`config.mk`:
```
export PLATFORM = sky130hd
export DESIGN_NAME = adder_bist_engine
export DESIGN_NICKNAME = d
export VERILOG_FILES = /design/src/rtl/adder_bist_pkg.sv /design/src/rtl/bist_rate_div.sv /design/src/rtl/bist_lfsr.sv /design/src/rtl/bist_ref_adder.sv /design/src/rtl/bist_score.sv /design/src/rtl/adder_bist_engine.sv
export SDC_FILE = /design/constraint.sdc
export NUM_CORES = 1
export LEC_CHECK = 0
export CAP_MARGIN = 20
export CORE_UTILIZATION = 57
export DETAILED_ROUTE_END_ITERATION = 16
export GPL_ROUTABILITY_DRIVEN = 1
export GPL_TIMING_DRIVEN = 0
export PLACE_DENSITY = 0.83
export SLEW_MARGIN = 5
export SYNTH_ARGS = -nofsm -noshare
export SYNTH_HDL_FRONTEND = slang
export SYNTH_SLANG_ARGS = --single-unit
```
`constraint.sdc`:
```
create_clock -name clk -period 4.7 [get_ports clk]
set_input_delay 0.705 -clock clk [delete_from_list [all_inputs] [get_ports clk]]
set_output_delay 0.705 -clock clk [all_outputs]
set_load 0.005 [all_outputs]
```
`src/rtl/adder_bist_pkg.sv`:
```
package adder_bist_pkg;
  localparam int unsigned OPND_W     = 4;
  localparam int unsigned PAT_REG_W  = 16;
  localparam int unsigned RUN_LEN    = 1024;
  localparam int unsigned RATE_SEL_W = 5;
  localparam int unsigned RATE_MAX   = 20;
  localparam logic [15:0] SEED_FALLBACK = 16'hACE1;
  localparam logic [15:0] TAP_MASK      = 16'hD008;

  typedef enum logic [0:0] {
    ST_IDLE = 1'b0,
    ST_RUN  = 1'b1
  } run_state_e;
endpackage

```
`src/rtl/bist_rate_div.sv`:
```
module bist_rate_div #(
  parameter int unsigned SEL_W   = 5,
  parameter int unsigned SEL_MAX = 20
) (
  input  logic             clk,
  input  logic             rst_n,
  input  logic             clear_i,
  input  logic             run_i,
  input  logic [SEL_W-1:0] sel_i,
  output logic             tick_o
);
  localparam int unsigned CNT_W = (SEL_MAX < 1) ? 1 : SEL_MAX;

  logic [SEL_W-1:0] sel_eff;
  logic [CNT_W:0]   span;
  logic [CNT_W:0]   limit;
  logic [CNT_W-1:0] cnt_q;

  always_comb begin
    sel_eff = (sel_i > SEL_W'(SEL_MAX)) ? SEL_W'(SEL_MAX) : sel_i;
    span    = (CNT_W+1)'(1) << sel_eff;
    limit   = span - (CNT_W+1)'(1);
  end

  assign tick_o = run_i && (cnt_q == limit[CNT_W-1:0]);

  always_ff @(posedge clk or negedge rst_n) begin
    if (!rst_n) begin
      cnt_q <= '0;
    end else if (clear_i || !run_i || tick_o) begin
      cnt_q <= '0;
    end else begin
      cnt_q <= cnt_q + CNT_W'(1);
    end
  end


  tick_gap_chk: assert property (@(posedge clk) disable iff (!rst_n)
    (tick_o && sel_eff != '0) |=> (!tick_o || sel_eff == '0));
endmodule

```
`src/rtl/bist_lfsr.sv`:
```
module bist_lfsr #(
  parameter int unsigned           W     = 16,
  parameter int unsigned           OUT_W = 8,
  parameter logic [W-1:0]          TAPS  = 16'hD008,
  parameter logic [W-1:0]          FALLBACK = 16'hACE1
) (
  input  logic             clk,
  input  logic             rst_n,
  input  logic             load_i,
  input  logic [W-1:0]     seed_i,
  input  logic             step_i,
  output logic [OUT_W-1:0] cur_o,
  output logic [OUT_W-1:0] nxt_o
);
  logic [W-1:0] state_q;
  logic [W-1:0] stepped;
  logic [W-1:0] state_d;

  always_comb begin
    stepped = {state_q[W-2:0], ^(state_q & TAPS)};
    if (load_i) begin
      state_d = (seed_i == '0) ? FALLBACK : seed_i;
    end else if (step_i) begin
      state_d = stepped;
    end else begin
      state_d = state_q;
    end
  end

  always_ff @(posedge clk or negedge rst_n) begin
    if (!rst_n) begin
      state_q <= FALLBACK;
    end else begin
      state_q <= state_d;
    end
  end

  assign cur_o = state_q[OUT_W-1:0];
  assign nxt_o = state_d[OUT_W-1:0];


  lfsr_nonzero_chk: assert property (@(posedge clk) disable iff (!rst_n)
    state_q != '0);
endmodule

```
`src/rtl/bist_ref_adder.sv`:
```
module bist_ref_adder #(
  parameter int unsigned W = 4
) (
  input  logic [W-1:0] a_i,
  input  logic [W-1:0] b_i,
  output logic [W-1:0] sum_o
);
  logic [W:0] carry;

  assign carry[0] = 1'b0;

  for (genvar i = 0; i < W; i++) begin : g_fa
    logic p;
    assign p          = a_i[i] ^ b_i[i];
    assign sum_o[i]   = p ^ carry[i];
    assign carry[i+1] = (a_i[i] & b_i[i]) | (carry[i] & p);
  end


  always_comb begin
    if (&a_i && &b_i) begin
      all_ones_carry_chk: assert (carry[W] == 1'b1);
    end
  end
endmodule

```
`src/rtl/bist_score.sv`:
```
module bist_score #(
  parameter int unsigned PATTERNS = 1024,
  parameter int unsigned PCT_W    = 7
) (
  input  logic                           clk,
  input  logic                           rst_n,
  input  logic                           clear_i,
  input  logic                           cmp_i,
  input  logic                           hit_i,
  output logic [$clog2(PATTERNS+1)-1:0]  hits_o,
  output logic [PCT_W-1:0]               pct_o
);
  localparam int unsigned HIT_W  = $clog2(PATTERNS+1);
  localparam int unsigned SHIFT  = $clog2(PATTERNS);
  localparam int unsigned PROD_W = SHIFT + PCT_W;

  logic [HIT_W-1:0]  hits_q;
  logic [PROD_W-1:0] hx;
  logic [PROD_W-1:0] prod;

  always_ff @(posedge clk or negedge rst_n) begin
    if (!rst_n) begin
      hits_q <= '0;
    end else if (clear_i) begin
      hits_q <= '0;
    end else if (cmp_i && hit_i) begin
      hits_q <= hits_q + HIT_W'(1);
    end
  end

  always_comb begin
    hx   = PROD_W'(hits_q);
    prod = (hx << 6) + (hx << 5) + (hx << 2);
  end

  assign hits_o = hits_q;
  assign pct_o  = PCT_W'(prod >> SHIFT);


  hits_le_chk: assert property (@(posedge clk) disable iff (!rst_n)
    hits_o <= HIT_W'(PATTERNS));


  pct_range_chk: assert property (@(posedge clk) disable iff (!rst_n)
    pct_o <= PCT_W'(100));
endmodule

```
`src/rtl/adder_bist_engine.sv`:
```
module adder_bist_engine
  import adder_bist_pkg::*;
#(
  parameter int unsigned OP_W     = OPND_W,
  parameter int unsigned REG_W    = PAT_REG_W,
  parameter int unsigned PATTERNS = RUN_LEN,
  parameter int unsigned SEL_W    = RATE_SEL_W,
  parameter int unsigned SEL_MAX  = RATE_MAX
) (
  input  logic                          clk,
  input  logic                          rst_n,
  input  logic                          start_i,
  input  logic [SEL_W-1:0]              rate_sel_i,
  input  logic [REG_W-1:0]              seed_i,
  output logic [OP_W-1:0]               op_a_o,
  output logic [OP_W-1:0]               op_b_o,
  output logic                          carry_in_o,
  input  logic [OP_W-1:0]               sum_i,
  output logic                          busy_o,
  output logic                          done_o,
  output logic [$clog2(PATTERNS+1)-1:0] hit_count_o,
  output logic [6:0]                    hit_pct_o
);
  localparam int unsigned IDX_W  = $clog2(PATTERNS);
  localparam int unsigned PAIR_W = 2 * OP_W;

  run_state_e       state_q;
  logic             start_acc;
  logic             tick;
  logic             last_cmp;
  logic             hit;
  logic [IDX_W-1:0] idx_q;
  logic [OP_W-1:0]  ref_q;
  logic [OP_W-1:0]  ref_nxt;
  logic [PAIR_W-1:0] pair_cur;
  logic [PAIR_W-1:0] pair_nxt;
  logic             step;

  assign busy_o     = (state_q == ST_RUN);
  assign start_acc  = start_i && !busy_o;
  assign last_cmp   = tick && (idx_q == IDX_W'(PATTERNS - 1));
  assign step       = tick && !last_cmp;
  assign hit        = (sum_i == ref_q);
  assign carry_in_o = 1'b0;
  assign op_a_o     = pair_cur[OP_W-1:0];
  assign op_b_o     = pair_cur[PAIR_W-1:OP_W];

  bist_rate_div #(
    .SEL_W   (SEL_W),
    .SEL_MAX (SEL_MAX)
  ) u_div (
    .clk     (clk),
    .rst_n   (rst_n),
    .clear_i (start_acc),
    .run_i   (busy_o),
    .sel_i   (rate_sel_i),
    .tick_o  (tick)
  );

  bist_lfsr #(
    .W        (REG_W),
    .OUT_W    (PAIR_W),
    .TAPS     (REG_W'(TAP_MASK)),
    .FALLBACK (REG_W'(SEED_FALLBACK))
  ) u_lfsr (
    .clk    (clk),
    .rst_n  (rst_n),
    .load_i (start_acc),
    .seed_i (seed_i),
    .step_i (step),
    .cur_o  (pair_cur),
    .nxt_o  (pair_nxt)
  );

  bist_ref_adder #(
    .W (OP_W)
  ) u_ref (
    .a_i   (pair_nxt[OP_W-1:0]),
    .b_i   (pair_nxt[PAIR_W-1:OP_W]),
    .sum_o (ref_nxt)
  );

  bist_score #(
    .PATTERNS (PATTERNS),
    .PCT_W    (7)
  ) u_score (
    .clk     (clk),
    .rst_n   (rst_n),
    .clear_i (start_acc),
    .cmp_i   (tick),
    .hit_i   (hit),
    .hits_o  (hit_count_o),
    .pct_o   (hit_pct_o)
  );

  always_ff @(posedge clk or negedge rst_n) begin
    if (!rst_n) begin
      state_q <= ST_IDLE;
      idx_q   <= '0;
      ref_q   <= '0;
      done_o  <= 1'b0;
    end else begin
      done_o <= 1'b0;
      if (start_acc) begin
        state_q <= ST_RUN;
        idx_q   <= '0;
        ref_q   <= ref_nxt;
      end else if (last_cmp) begin
        state_q <= ST_IDLE;
        done_o  <= 1'b1;
      end else if (step) begin
        idx_q <= idx_q + IDX_W'(1);
        ref_q <= ref_nxt;
      end
    end
  end


  ref_align_chk: assert property (@(posedge clk) disable iff (!rst_n)
    busy_o |-> (ref_q == OP_W'(op_a_o + op_b_o)));


  done_pulse_chk: assert property (@(posedge clk) disable iff (!rst_n)
    done_o |=> !done_o);


  busy_done_chk: assert property (@(posedge clk) disable iff (!rst_n)
    $fell(busy_o) |-> done_o);


  start_ignored_chk: assert property (@(posedge clk) disable iff (!rst_n)
    (busy_o && start_i && !tick) |=> ($stable(op_a_o) && $stable(op_b_o) && busy_o));
endmodule

```
==> run summary <==
The vias after detailed routing was 4061; the final-report hold violation count was 0. Number of top-level pins: 57. The detail route stage leaves a number of antenna-violating nets equal to 0. STA classifies the critical path startpoint as a flop. Part of the cycle the worst path needs: 0.9562. For the initial antenna violation count, the log shows 0. The wire length of the first global-routing pass is 18440 µm, and the final total power is 1.199 mW. The tree built by TritonCTS fans out to 63 sinks. In this run the mean area of a mapped cell was 9.160 µm². After layout, the minimum clock period comes to 4494 ps. The synthesized design contains 0 enable-type register cells. The netlist area before placement came out at 4598 µm². TritonCTS built the clock tree. In this run the cell area measured after placement is 5271 µm². Most common cell after layout, fill and taps aside: sky130_fd_sc_hd__nor2_1. In the final routed layout, each cell accounts on average for 16.23 µm. Sequential fraction of the synthesis area: 0.3450. The number of global-route vias before repair is 3886, and the aggregate routed wire length is 11220 µm. During placement, the flow inserted port buffers numbering 54.

The switching part of the total is 0.2398, and the number of setup violations in the final report is 0. The post-cts hold buffer count came out at 0. Counting flops and latches in the post-synthesis netlist gives 63. The number of clock buffers added by TritonCTS is 9. The first routing iteration left 308 violations. In this run the deepest clock path goes through 2 buffers. Before antenna repair, the detailed router went through 5 iterations.

The run gives 172.2 µV as the maximum vdd drop. The ratio of cells with drive above 1 in the final layout is 0.1834. Clock tree synthesis selected as its root buffer the cell sky130_fd_sc_hd__clkbuf_8. Count of unique library cells instantiated by Yosys: 73. The class of the tightest hold or removal check was primary input to asynchronous set/reset pin.

Measured along the y axis, the die boundary spans 91.82 µm. Summed over all failing endpoints, the final setup total negative slack is 0 ps. Entering global routing, the biggest net connects 64 pins. The worst setup path is captured at a primary output. The tools report the cell area after layout as 5791 µm². Summed over all nets, the half-perimeter wirelength after detailed placement is 7927 µm. The worst max-slew margin expressed relative to the limit is 0.4683. For this design the static power due to leakage is 2.719 nW. The logic gate share of total power is 0.114. The type of the worst setup path is flop to primary output.

The run finished with clean final reports. The tools report the instance count of the mapped netlist as 502. Global placement routability congestion: 0.9341. The floorplan step defined a die boundary enclosing 8430 µm². The async set-or-reset flop fraction in the synthesized netlist came out at 1.000. For the highest attainable clock frequency, the log shows 0.2225 GHz. For the final database, setup skew stands at 14.01 ps.

From synthesis to final layout, the design area changed by 25.93%. The power dissipated by switching net loads was 287.5 µW. Number of pins with negative max-slew slack in the final report: 0. For this run, design rule violations remaining after detail routing come to 0. The top cell types in the final layout, fill and taps aside, are sky130_fd_sc_hd__nor2_1 (55), sky130_fd_sc_hd__nand2_1 (52), sky130_fd_sc_hd__dfrtp_1 (52). In the synthesized netlist the dominant register cell turns out to be sky130_fd_sc_hd__dfrtp_1.

The clock latency reported for the late side of the worst-skew pair came out at 340 ps. Clock-pin slew was measured on the worst setup and hold paths at 70 ps. Power spread over the standard cell area amounts to 207.0 nW/µm².

The floorplan has 32 rows. The tools report the portion of total power attributed to the clock network as 0.429. After the flow finishes, the layout carries non-filler instances totaling 691. The level count of the clock H-tree is 3. The initial core utilization is 0.5920.

The sequential share of power was 0.457; the area of the core was 7767 µm². The global-route usage over all layers was 0.2763. The tool flagged a number of max-cap violations equal to 0. For the final net count, the log shows 644.

Measured along the x axis, the die boundary spans 91.82 µm. After detailed routing, the number of vias per cell comes to 5.877. Final worst hold slack: 440.8 ps. Yosys printed 0 warnings.

The tools report the design internal power as 911.3 µW. Data required time at the worst endpoint: 3990 ps. The post-synthesis net count was 562. In this run, placement finished with an instance count of 658. After global routing the overflow that remains totals 0. Data arrives at the worst endpoint at 3790 ps. The repair_antennas step left the layout with diodes totalling 0.

Of all nets on the critical path, the largest fanout is 6. For the pin with the worst max-slew slack, the measured transition is 797.5 ps.
[path summary, 6_finish.rpt]
| path | to | startpoint | slack, ps | depth (start not counted) |
|---|---|---|---|---|
| min in group clk | u_lfsr.state_q[13] | u_lfsr.state_q[13] | 500 | 2 |
| setup / recovery | hit_pct_o[6] | u_score.hits_o[1] | 210 | 12 |
| hold reg to reg | u_lfsr.state_q[13] | u_lfsr.state_q[13] | 500 | 2 |
| setup reg to reg | ref_q[3] | u_div.cnt_q[0] | 800 | 16 |
| hold / removal | u_div.cnt_q[13] | rst_n | 440 | 1 |
| max in group asynchronous | u_score.hits_o[1] | rst_n | 3660 | 1 |
[registers in the layout, summed over array words and instances (netlist names)]
signal          flops
ref_q               4
idx_q              10
u_lfsr.state_q     16
u_div.cnt_q        20
u_score.hits_o     11
busy_o              1
done_o              1
[critical path, stage by stage, from the launching register on]
cell,delay (ps)
sky130_fd_sc_hd__dfrtp_2,470
sky130_fd_sc_hd__fa_1,500
sky130_fd_sc_hd__ha_1,310
sky130_fd_sc_hd__a41o_1,180
sky130_fd_sc_hd__a21o_1,180
sky130_fd_sc_hd__a21o_1,200
sky130_fd_sc_hd__a21oi_2,190
sky130_fd_sc_hd__o21bai_1,150
sky130_fd_sc_hd__a21oi_2,230
sky130_fd_sc_hd__o21ai_0,170
sky130_fd_sc_hd__a21oi_1,220
sky130_fd_sc_hd__xnor2_1,150
sky130_fd_sc_hd__clkdlybuf4s50_1,520
[metrics by stage]
step / util / setup WS [ps]
global route: 0.7455 / -2.522
global placement: 0.6790 / -1229
CTS: 0.7315 / 3.660
finish: 0.7455 / 206.0
detailed placement: 0.6786 / -1324
floorplan: - / 1.632
[Yosys cell counts, types with 4 or more instances]
cell type | number | area, µm²
sky130_fd_sc_hd__dfstp_2 | 8 | 210.2
sky130_fd_sc_hd__nor3b_1 | 4 | 30.03
sky130_fd_sc_hd__nor3_1 | 11 | 55.05
sky130_fd_sc_hd__o21ai_0 | 20 | 100.1
sky130_fd_sc_hd__or3_1 | 8 | 50.05
sky130_fd_sc_hd__xnor2_1 | 28 | 245.2
sky130_fd_sc_hd__a21oi_1 | 16 | 80.08
sky130_fd_sc_hd__buf_6 | 4 | 45.04
sky130_fd_sc_hd__and3_1 | 10 | 62.56
sky130_fd_sc_hd__nor4_1 | 6 | 37.54
sky130_fd_sc_hd__nor2_1 | 57 | 214.0
sky130_fd_sc_hd__nor2b_1 | 8 | 50.05
sky130_fd_sc_hd__buf_2 | 7 | 35.03
sky130_fd_sc_hd__and2_1 | 5 | 31.28
sky130_fd_sc_hd__inv_1 | 16 | 60.06
sky130_fd_sc_hd__xor2_1 | 24 | 210.2
sky130_fd_sc_hd__nand2_1 | 54 | 202.7
sky130_fd_sc_hd__nand3_1 | 22 | 110.1
sky130_fd_sc_hd__buf_4 | 12 | 90.09
sky130_fd_sc_hd__dfrtp_1 | 55 | 1376
sky130_fd_sc_hd__clkbuf_1 | 6 | 22.52
sky130_fd_sc_hd__o21a_1 | 4 | 30.03
sky130_fd_sc_hd__fa_1 | 9 | 180.2
sky130_fd_sc_hd__ha_1 | 23 | 287.8
sky130_fd_sc_hd__mux2i_1 | 6 | 60.06
sky130_fd_sc_hd__a22oi_1 | 6 | 45.04
sky130_fd_sc_hd__nand4_1 | 7 | 43.79
[power by group through the flow]
stage / logic, mW / registers, mW / clock network, mW
after global placement: 0.114 / 0.558 / 0
after global routing: 0.146 / 0.548 / 0.539
final: 0.137 / 0.548 / 0.514
after detailed placement: 0.115 / 0.558 / 0
after CTS: 0.127 / 0.548 / 0.518
after floorplan: 0.0630 / 0.557 / 0
[logic make-up after synthesis]
logic type               after synthesis  share of synthesized area
XOR/XNOR                              54                     0.1091
adder cells (fa/ha/maj)               32                     0.1018
multiplexers                           7                    0.01551
buffers and inverters                 45                    0.05497
AO/OA/AOI/OAI                         86                     0.1263
AND/OR/NAND/NOR                      214                     0.2465
flip-flops                            63                     0.3450
other                                  1                  0.0008155
[timing repair]
action	4_1_cts	5_1_grt
setup buffers	8	10
gates resized for setup	43	19
pin swaps	10	15
endpoints found under the hold margin	0	0
endpoints found under the setup margin	4	2
[area by class of cell]
class	instances	area, µm²
buffer	28	221.5
clock buffer	11	131.4
clock inverter	5	82.58
fill	544	1977
inverter	16	60.06
multi-input combinational	394	2922
sequential	63	1590
tap	102	127.6
timing repair buffer	72	655.6
[metal layers]
| metal | up-vias | routed length [µm] | GRT usage |
|---|---|---|---|
| met3 | 21 | 716 | 0.04478 |
| met1 | 1964 | 4896 | 0.3730 |
| met5 | - | 0 | 0 |
| li1 | 1914 | - | - |
| met4 | 0 | 159 | 0.1094 |
| met2 | 162 | 5442 | 0.4467 |
Note: power is estimated with default switching activity, not from simulation.
